### src/rtl/sseq_pkg.sv
package sseq_pkg;

  typedef enum logic [1:0] {
    SRC_A = 2'd0,
    SRC_B = 2'd1,
    SRC_C = 2'd2
  } vid_src_e;

  localparam int unsigned GROUP_SIZE = 3;

  // Assignment of the three video inputs to the three column phases.
  function automatic vid_src_e pick_src(input int unsigned phase, input logic order);
    vid_src_e s;
    case (phase)
      0:       s = order ? SRC_B : SRC_C;
      1:       s = order ? SRC_A : SRC_B;
      default: s = order ? SRC_C : SRC_A;
    endcase
    return s;
  endfunction

endpackage

### src/rtl/sseq_reset_sync.sv
module sseq_reset_sync (
  input  logic clk,
  input  logic rst_n,
  output logic rst_sync_n
);
  logic [1:0] sync_q;

  always_ff @(posedge clk or negedge rst_n) begin
    if (!rst_n) sync_q <= 2'b00;
    else        sync_q <= {sync_q[0], 1'b1};
  end

  assign rst_sync_n = sync_q[1];
endmodule

### src/rtl/sseq_chain.sv
module sseq_chain #(
  parameter int unsigned NUM_COLS = 240
) (
  input  logic                clk,
  input  logic                rst_n,
  input  logic                step_i,
  input  logic                start_i,
  input  logic                dir_i,
  input  logic                tri_i,
  output logic [NUM_COLS-1:0] col_en_o,
  output logic [NUM_COLS-1:0] tok_o,
  output logic                casc_o
);
  import sseq_pkg::*;
  localparam int unsigned G = GROUP_SIZE;

  logic [NUM_COLS-1:0] tok_q, tok_d, prev_q, prev_d;
  logic [NUM_COLS-1:0] first_v, shift_v, win_v;
  logic                casc_q, casc_d, last_b;

  always_comb begin
    first_v = '0;
    if (dir_i)      first_v[0]          = 1'b1;
    else if (tri_i) first_v[NUM_COLS-G] = 1'b1;
    else            first_v[NUM_COLS-1] = 1'b1;

    if (dir_i) shift_v = tri_i ? (tok_q << G) : (tok_q << 1);
    else       shift_v = tri_i ? (tok_q >> G) : (tok_q >> 1);

    if (dir_i) last_b = tri_i ? tok_q[NUM_COLS-G] : tok_q[NUM_COLS-1];
    else       last_b = tok_q[0];

    tok_d  = tok_q;
    prev_d = prev_q;
    casc_d = casc_q;
    if (step_i) begin
      if (start_i) begin
        tok_d  = first_v;
        prev_d = '0;
        casc_d = 1'b0;
      end else begin
        tok_d  = shift_v;
        prev_d = tok_q;
        casc_d = last_b;
      end
    end
  end

  always_ff @(posedge clk or negedge rst_n) begin
    if (!rst_n) begin
      tok_q  <= '0;
      prev_q <= '0;
      casc_q <= 1'b0;
    end else begin
      tok_q  <= tok_d;
      prev_q <= prev_d;
      casc_q <= casc_d;
    end
  end

  // A window covers the current and the previous pulse position.
  assign win_v = tok_q | prev_q;

  for (genvar c = 0; c < NUM_COLS; c++) begin : g_en
    localparam int unsigned BASE = c - (c % G);
    assign col_en_o[c] = tri_i ? win_v[BASE] : win_v[c];
  end

  assign tok_o  = tok_q;
  assign casc_o = casc_q;
endmodule

### src/rtl/sseq_col_cell.sv
module sseq_col_cell #(
  parameter int unsigned DATA_W = 8,
  parameter int unsigned PHASE  = 0
) (
  input  logic              clk,
  input  logic              rst_n,
  input  logic              en_i,
  input  logic              order_i,
  input  logic [DATA_W-1:0] vid_a_i,
  input  logic [DATA_W-1:0] vid_b_i,
  input  logic [DATA_W-1:0] vid_c_i,
  output logic [DATA_W-1:0] hold_o
);
  import sseq_pkg::*;

  logic [DATA_W-1:0] hold_q, hold_d, pick;
  vid_src_e          src;

  always_comb begin
    src = pick_src(PHASE, order_i);
    case (src)
      SRC_A:   pick = vid_a_i;
      SRC_B:   pick = vid_b_i;
      default: pick = vid_c_i;
    endcase
    hold_d = en_i ? pick : hold_q;
  end

  always_ff @(posedge clk or negedge rst_n) begin
    if (!rst_n) hold_q <= '0;
    else        hold_q <= hold_d;
  end

  assign hold_o = hold_q;
endmodule

### src/rtl/cascade_sampling_sequencer.sv
module cascade_sampling_sequencer #(
  parameter int unsigned NUM_COLS = 240,
  parameter int unsigned DATA_W   = 8
) (
  input  logic                       clk,
  input  logic                       rst_n,
  input  logic                       step_i,
  input  logic                       dir_i,
  input  logic                       tri_mode_i,
  input  logic                       order_i,
  input  logic                       drive_en_i,
  input  logic [DATA_W-1:0]          vid_a_i,
  input  logic [DATA_W-1:0]          vid_b_i,
  input  logic [DATA_W-1:0]          vid_c_i,
  input  logic                       cas_a_i,
  input  logic                       cas_b_i,
  output logic                       cas_a_o,
  output logic                       cas_a_oe_o,
  output logic                       cas_b_o,
  output logic                       cas_b_oe_o,
  output logic [NUM_COLS*DATA_W-1:0] col_data_o,
  output logic                       col_oe_o
);
  import sseq_pkg::*;

  logic                rst_sync_n;
  logic                start_w;
  logic                casc_w;
  logic [NUM_COLS-1:0] col_en_w;
  logic [NUM_COLS-1:0] tok_w;

  sseq_reset_sync u_rst (
    .clk        (clk),
    .rst_n      (rst_n),
    .rst_sync_n (rst_sync_n)
  );

  // Direction picks which cascade pin is the start input.
  assign start_w = dir_i ? cas_a_i : cas_b_i;

  sseq_chain #(.NUM_COLS(NUM_COLS)) u_chain (
    .clk      (clk),
    .rst_n    (rst_sync_n),
    .step_i   (step_i),
    .start_i  (start_w),
    .dir_i    (dir_i),
    .tri_i    (tri_mode_i),
    .col_en_o (col_en_w),
    .tok_o    (tok_w),
    .casc_o   (casc_w)
  );

  for (genvar c = 0; c < NUM_COLS; c++) begin : g_col
    sseq_col_cell #(.DATA_W(DATA_W), .PHASE(c % GROUP_SIZE)) u_cell (
      .clk     (clk),
      .rst_n   (rst_sync_n),
      .en_i    (col_en_w[c]),
      .order_i (order_i),
      .vid_a_i (vid_a_i),
      .vid_b_i (vid_b_i),
      .vid_c_i (vid_c_i),
      .hold_o  (col_data_o[c*DATA_W +: DATA_W])
    );
  end

  assign cas_a_oe_o = ~dir_i;
  assign cas_b_oe_o = dir_i;
  assign cas_a_o    = casc_w & ~dir_i;
  assign cas_b_o    = casc_w & dir_i;
  assign col_oe_o   = drive_en_i;
endmodule

### config.mk
export PLATFORM = sky130hd
export DESIGN_NAME = cascade_sampling_sequencer
export DESIGN_NICKNAME = d
export VERILOG_FILES = /design/src/rtl/sseq_pkg.sv /design/src/rtl/sseq_reset_sync.sv /design/src/rtl/sseq_chain.sv /design/src/rtl/sseq_col_cell.sv /design/src/rtl/cascade_sampling_sequencer.sv
export SDC_FILE = /design/constraint.sdc
export NUM_CORES = 2
export LEC_CHECK = 0
export BUFFER_PORTS_ARGS = -buffer_cell sky130_fd_sc_hd__buf_2
export CAP_MARGIN = 0
export CORE_AREA = 2 2 770 772
export DETAILED_ROUTE_END_ITERATION = 16
export DIE_AREA = 0 0 772 774
export PLACE_DENSITY = 0.37
export SYNTH_ARGS = -nofsm -noshare
export SYNTH_HDL_FRONTEND = slang
export SYNTH_SLANG_ARGS = --single-unit
### constraint.sdc
create_clock -name clk -period 112.7 [get_ports clk]
set_clock_uncertainty 0.1 [all_clocks]
set_input_delay 22.54 -clock clk [delete_from_list [all_inputs] [get_ports clk]]
set_output_delay 22.54 -clock clk [all_outputs]
set_load 0.005 [all_outputs]
Word level (Yosys, flattened, before mapping)
Index checks and enable logic that the tools add are counted.
- flip-flop bits (word level): 2403
- input bits: 33
- output and inout bits: 1925
- word-level logic and storage cells: 434
- equal/unequal tests: 3
- mux-type cells: 180
- bitwise operators: 4
- reductions and logical operators: 3
- operator list (operator ; number):
    240-bit 2-to-1 mux ; 4
    240-bit bitwise OR ; 1
    239-bit 2-to-1 mux ; 1
    1-bit 2-to-1 mux ; 170
    8-bit case mux with 2 select lines ; 3
    2-bit by 1-bit == test with 1-bit output, second input constant ; 3
    2-bit zero test ; 3
    2-bit 2-to-1 mux ; 2
    1-bit AND ; 2
    1-bit NOT ; 1

Logic depth before layout (Yosys ltp)
- depth in word-level cells: 3
- depth in mapped cells: 7
- mapped depth without buffers: 3

Hierarchy
From an unflattened synthesis, not the netlist that was laid out.
- cell total of the unflattened synthesis: 10881
- area total of the unflattened synthesis: 118897.8 um2
- by module, submodules not included (module ; instances ; cells an instance ; area an instance (um2) ; seq. area each (um2)):
    sseq_col_cell ; 240 ; 35 ; 384.1 ; 200.2
    sseq_chain ; 1 ; 2472 ; 26605.5 ; 12036.5
    sseq_reset_sync ; 1 ; 3 ; 53.8 ; 50.0
    cascade_sampling_sequencer ; 1 ; 6 ; 50.0 ; 0.0

Least setup slack after synthesis
Ideal clock, no wire load.
- path kind: input to output
- start point: in dir_i
- end point: out cas_b_o
- arrival time: 23341 ps
- required time: 90060 ps
- setup slack: 66719 ps
- cell stages on the path: 4
- path buffers: 3
- cells stage by stage: buf_2 -> buf_2 -> buf_2 -> and2_1
- cells in the longest elaborated chain, start to end: 1
- RTL lines (what ; RTL line ; text):
    from (decl) ; cascade_sampling_sequencer.sv:8 ; input logic dir_i,
    1-bit AND ; cascade_sampling_sequencer.sv:69 ; assign cas_b_o = casc_w & dir_i;
    to (decl) ; cascade_sampling_sequencer.sv:19 ; output logic cas_b_o,
Every way passes these cells.

Worst setup path after layout
- start point: in dir_i
- end point: out cas_a_oe_o
- cells in the longest elaborated chain, start to end: 1
- RTL lines (what ; RTL line ; text):
    1-bit NOT ; cascade_sampling_sequencer.sv:66 ; assign cas_a_oe_o = ~dir_i;
    to (decl) ; cascade_sampling_sequencer.sv:18 ; output logic cas_a_oe_o,
Every way passes these cells.

==> impl_metrics.py <==
metrics = {
    "sta": {
        "fin_setup_tns_ns": 0,
        "slew_viol_final": 0,
        "timing.final.crit_share_pct": 40.8,
        "rsz0062_at_grt": "false",
        "worst_pin_slew_ns": 1.18,
        "slew_headroom_pct": 21.2,
        "max_freq_mhz": 21.7,
        "final-hold-violation-count": 0,
        "finalCriticalPeriod_ns": 46.02,
        "finalSetupViolations": 0,
    },
    "logic_synthesis": {
        "syn-num-nets": 6800,
        "synth_top_area_share_pct": 61.9,
        "ys_warn_count": 0,
        "syn_area_um2": 97200,
        "ys_top_cells_by_area": "dfrtp_1 62%, mux2_2 15%, mux4_2 5.4%",
        "synth_most_common_cell": "dfrtp_1",
        "synthCells": 6767,
        "syn_avg_cell_area_um2": 14.4,
        "ys_seq_area_share_pct": 61.9,
        "yosys.cell_types.count": 35,
        "ys_seq_elements": 2403,
        "async_flop_share_pct": 100,
        "synth_common_cells": "2403 x dfrtp_1, 1281 x mux2_2, 721 x nor2_1, 643 x a21oi_1, 478 x a22o_1",
        "synth_edf_count": 0,
        "yosysTopAreaCell": "dfrtp_1",
        "synthFlopType": "dfrtp_1",
    },
    "clocking": {
        "root_buffer": "clkbuf_16",
        "cts_buffers": 306,
        "postCtsSetupRepairBufs": 0,
        "clk_pin_slew_ns": 0.05,
        "cts_sinks": 2403,
        "cts_tree": "built",
        "cts_max_level": 5,
        "clockBufferDepth": 4,
        "cts_resized": 0,
        "insertion_delay_ns": 0.95,
        "ctsHoldBuffers": 0,
    },
    "run_status": {
        "status": "finished, final reports clean",
    },
    "power_and_ir_drop": {
        "p_int_mw": 1.68,
        "power_frac_comb_pct": 14.9,
        "total_power_mw": 2.35,
        "cellLeakagePower_nw": 51.4,
        "p_seq_share_pct": 42.3,
        "switching_share_pct": 28.7,
        "p_sw_mw": 0.674,
        "p_clk_share_pct": 42.8,
        "ir_worst_vdd_uv": 11.0,
        "p_per_area_nw_per_um2": 18.7,
    },
    "detailed_routing": {
        "dr.first_iter.drc_count": 3495,
        "route.detailed.drc": 0,
        "viasPerCell": 3.88,
        "wl_um": 455000,
        "wl_per_cell_um": 27.3,
        "ant_nets": 0,
        "drtPass1Iterations": 7,
        "vias": 64690,
    },
    "worst_setup_path": {
        "critPathKind": "in2out",
        "cp.arrival_ns": 23.38,
        "path_buf_inv": 3,
        "start_kind": "input pin",
        "cp.required_ns": 90.06,
        "critPathCaptureType": "primary output",
        "crit_chain": "buf_8 > inv_1 > buf_2",
        "cp_top_family": "buffers and inverters",
        "slowest_stage": "buf_8",
        "crit_fanout": 22,
        "slowest_delay_ns": 0.28,
    },
    "die": {
        "io_pins": 1958,
        "fp-row-count": 282,
        "start_util_pct": 16.5,
        "die_y_um": 774,
        "dieArea_um2": 598000,
        "die_x_um": 772,
        "core_um2": 589000,
    },
    "grt": {
        "gr-usage-all-layers_pct": 14.6,
        "antenna_found_initial": 67,
        "grt_pass1_wl_um": 609000,
        "grt_pass1_vias": 65969,
        "grt_max_degree": 196,
        "grt_overflow": 0,
    },
    "finish": {
        "fin_nets": 8640,
        "layout-drive-gt1-share_pct": 50.2,
        "area_growth_pct": 29.5,
    },
    "placement": {
        "gp_congestion": 0.728,
        "dpl.hpwl_um": 323000,
        "port-buffer-count": 1955,
    },
    "worst_hold_path": {
        "hold_path_class": "reg2reg",
    },
    "run": {
        "cap_viol_max_count": 0,
    },
}
[per-layer routing]
metal,vias to the layer above,part of all wire [%],track usage (%)
li1,28073,-,-
met1,33826,42,18.8
met2,2251,45,23.3
met3,530,8.5,4.56
met4,10,3.7,4.79
met5,-,0.014,0
[area by class of cell]
class / instances / area [um2]
Fill cell: 63442 / 463000
Sequential cell: 2403 / 60100
Multi-Input combinational cell: 3808 / 34800
Timing Repair Buffer: 2086 / 10900
Tap cell: 7810 / 9770
Clock buffer: 448 / 8830
Clock inverter: 94 / 1300
Antenna cell: 34 / 85.1
Inverter: 2 / 15.0
[final timing paths]
check / start / to / slack, ns / depth (start not counted)
max: dir_i / cas_a_oe_o / 66.68 / 3
min: u_rst.sync_q[0]$_DFF_PN0_ / u_rst.sync_q[1]$_DFF_PN0_ / 0.26 / 0
max reg2reg: u_rst.sync_q[1]$_DFF_PN0_ / g_col[96].u_cell.hold_o[3]$_DFFE_PN0P_ / 107.31 / 6
min reg2reg: u_rst.sync_q[0]$_DFF_PN0_ / u_rst.sync_q[1]$_DFF_PN0_ / 0.26 / 0
max in group asynchronous: rst_n / u_rst.sync_q[1]$_DFF_PN0_ / 91.13 / 1
min in group asynchronous: u_rst.sync_q[1]$_DFF_PN0_ / g_col[223].u_cell.hold_o[6]$_DFFE_PN0P_ / 0.31 / 0
[metrics by stage]
step	util [%]	area (um2)	hold WS (ns)	worst slack, ns	std cells
after floorplan	-	97200	0.231	40.66	6767
after global placement	19.7	116000	0.237	66.62	16109
after detailed placement	19.7	116000	0.247	66.63	16109
after CTS	21.4	126000	0.259	66.63	16651
after global routing	21.4	126000	0.266	66.64	16652
final	21.4	126000	0.256	66.68	16685
[kinds of logic after synthesis]
group / Yosys count / synth area share [%]
AOI/OAI and AO/OA: 1290 / 10.1
buffers and inverters: 556 / 2.64
DFF: 2403 / 61.9
muxes: 1544 / 20.6
other: 1 / 0.00386
and+or+nand+nor: 973 / 4.81
[worst register-to-register path: stages, from the launching register on]
cell	delay, ns
dfrtp_4	0.91
buf_12	0.55
buf_4	0.87
buf_4	0.71
buf_12	0.53
buf_4	0.86
buf_4	0.84
[power by group through the flow]
stage | sequential, mW | combinational (mW) | clock (mW)
floorplan | 1.04 | 0.129 | 0
global placement | 1.01 | 0.364 | 0
detailed placement | 1.01 | 0.363 | 0
CTS | 0.996 | 0.364 | 1.05
global route | 1.01 | 0.377 | 1.08
finish | 0.995 | 0.350 | 1.01
[flip-flops by register name, indices dropped and copies added, names as in the netlist]
name and flops:
u_chain.casc_o 1, u_rst.sync_q 2, g_col.u_cell.hold_o 1920, u_chain.tok_o 240, u_chain.prev_q 240
[cell usage in the layout, fill, tap and decap left out, types with 3 or more instances in the layout]
cell type,n
a21oi_1,643
a21oi_2,37
a21oi_4,123
a22o_1,478
buf_12,12
buf_2,1953
buf_4,119
bufinv_16,15
clkbuf_1,79
clkbuf_16,307
clkbuf_8,62
clkinv_16,10
clkinv_2,42
clkinv_4,3
clkinv_8,4
clkinvlp_4,5
dfrtp_1,2402
diode_2,34
inv_16,7
inv_6,7
mux2_1,15
mux2_2,1265
mux2_4,3
mux2_8,13
mux2i_1,6
mux2i_4,8
mux4_2,234
nand2_1,3
nor2_1,721
nor3_1,40
nor3_2,120
o21ai_0,3
or2_2,80
No activity file was read; power rests on OpenSTA's default activity.
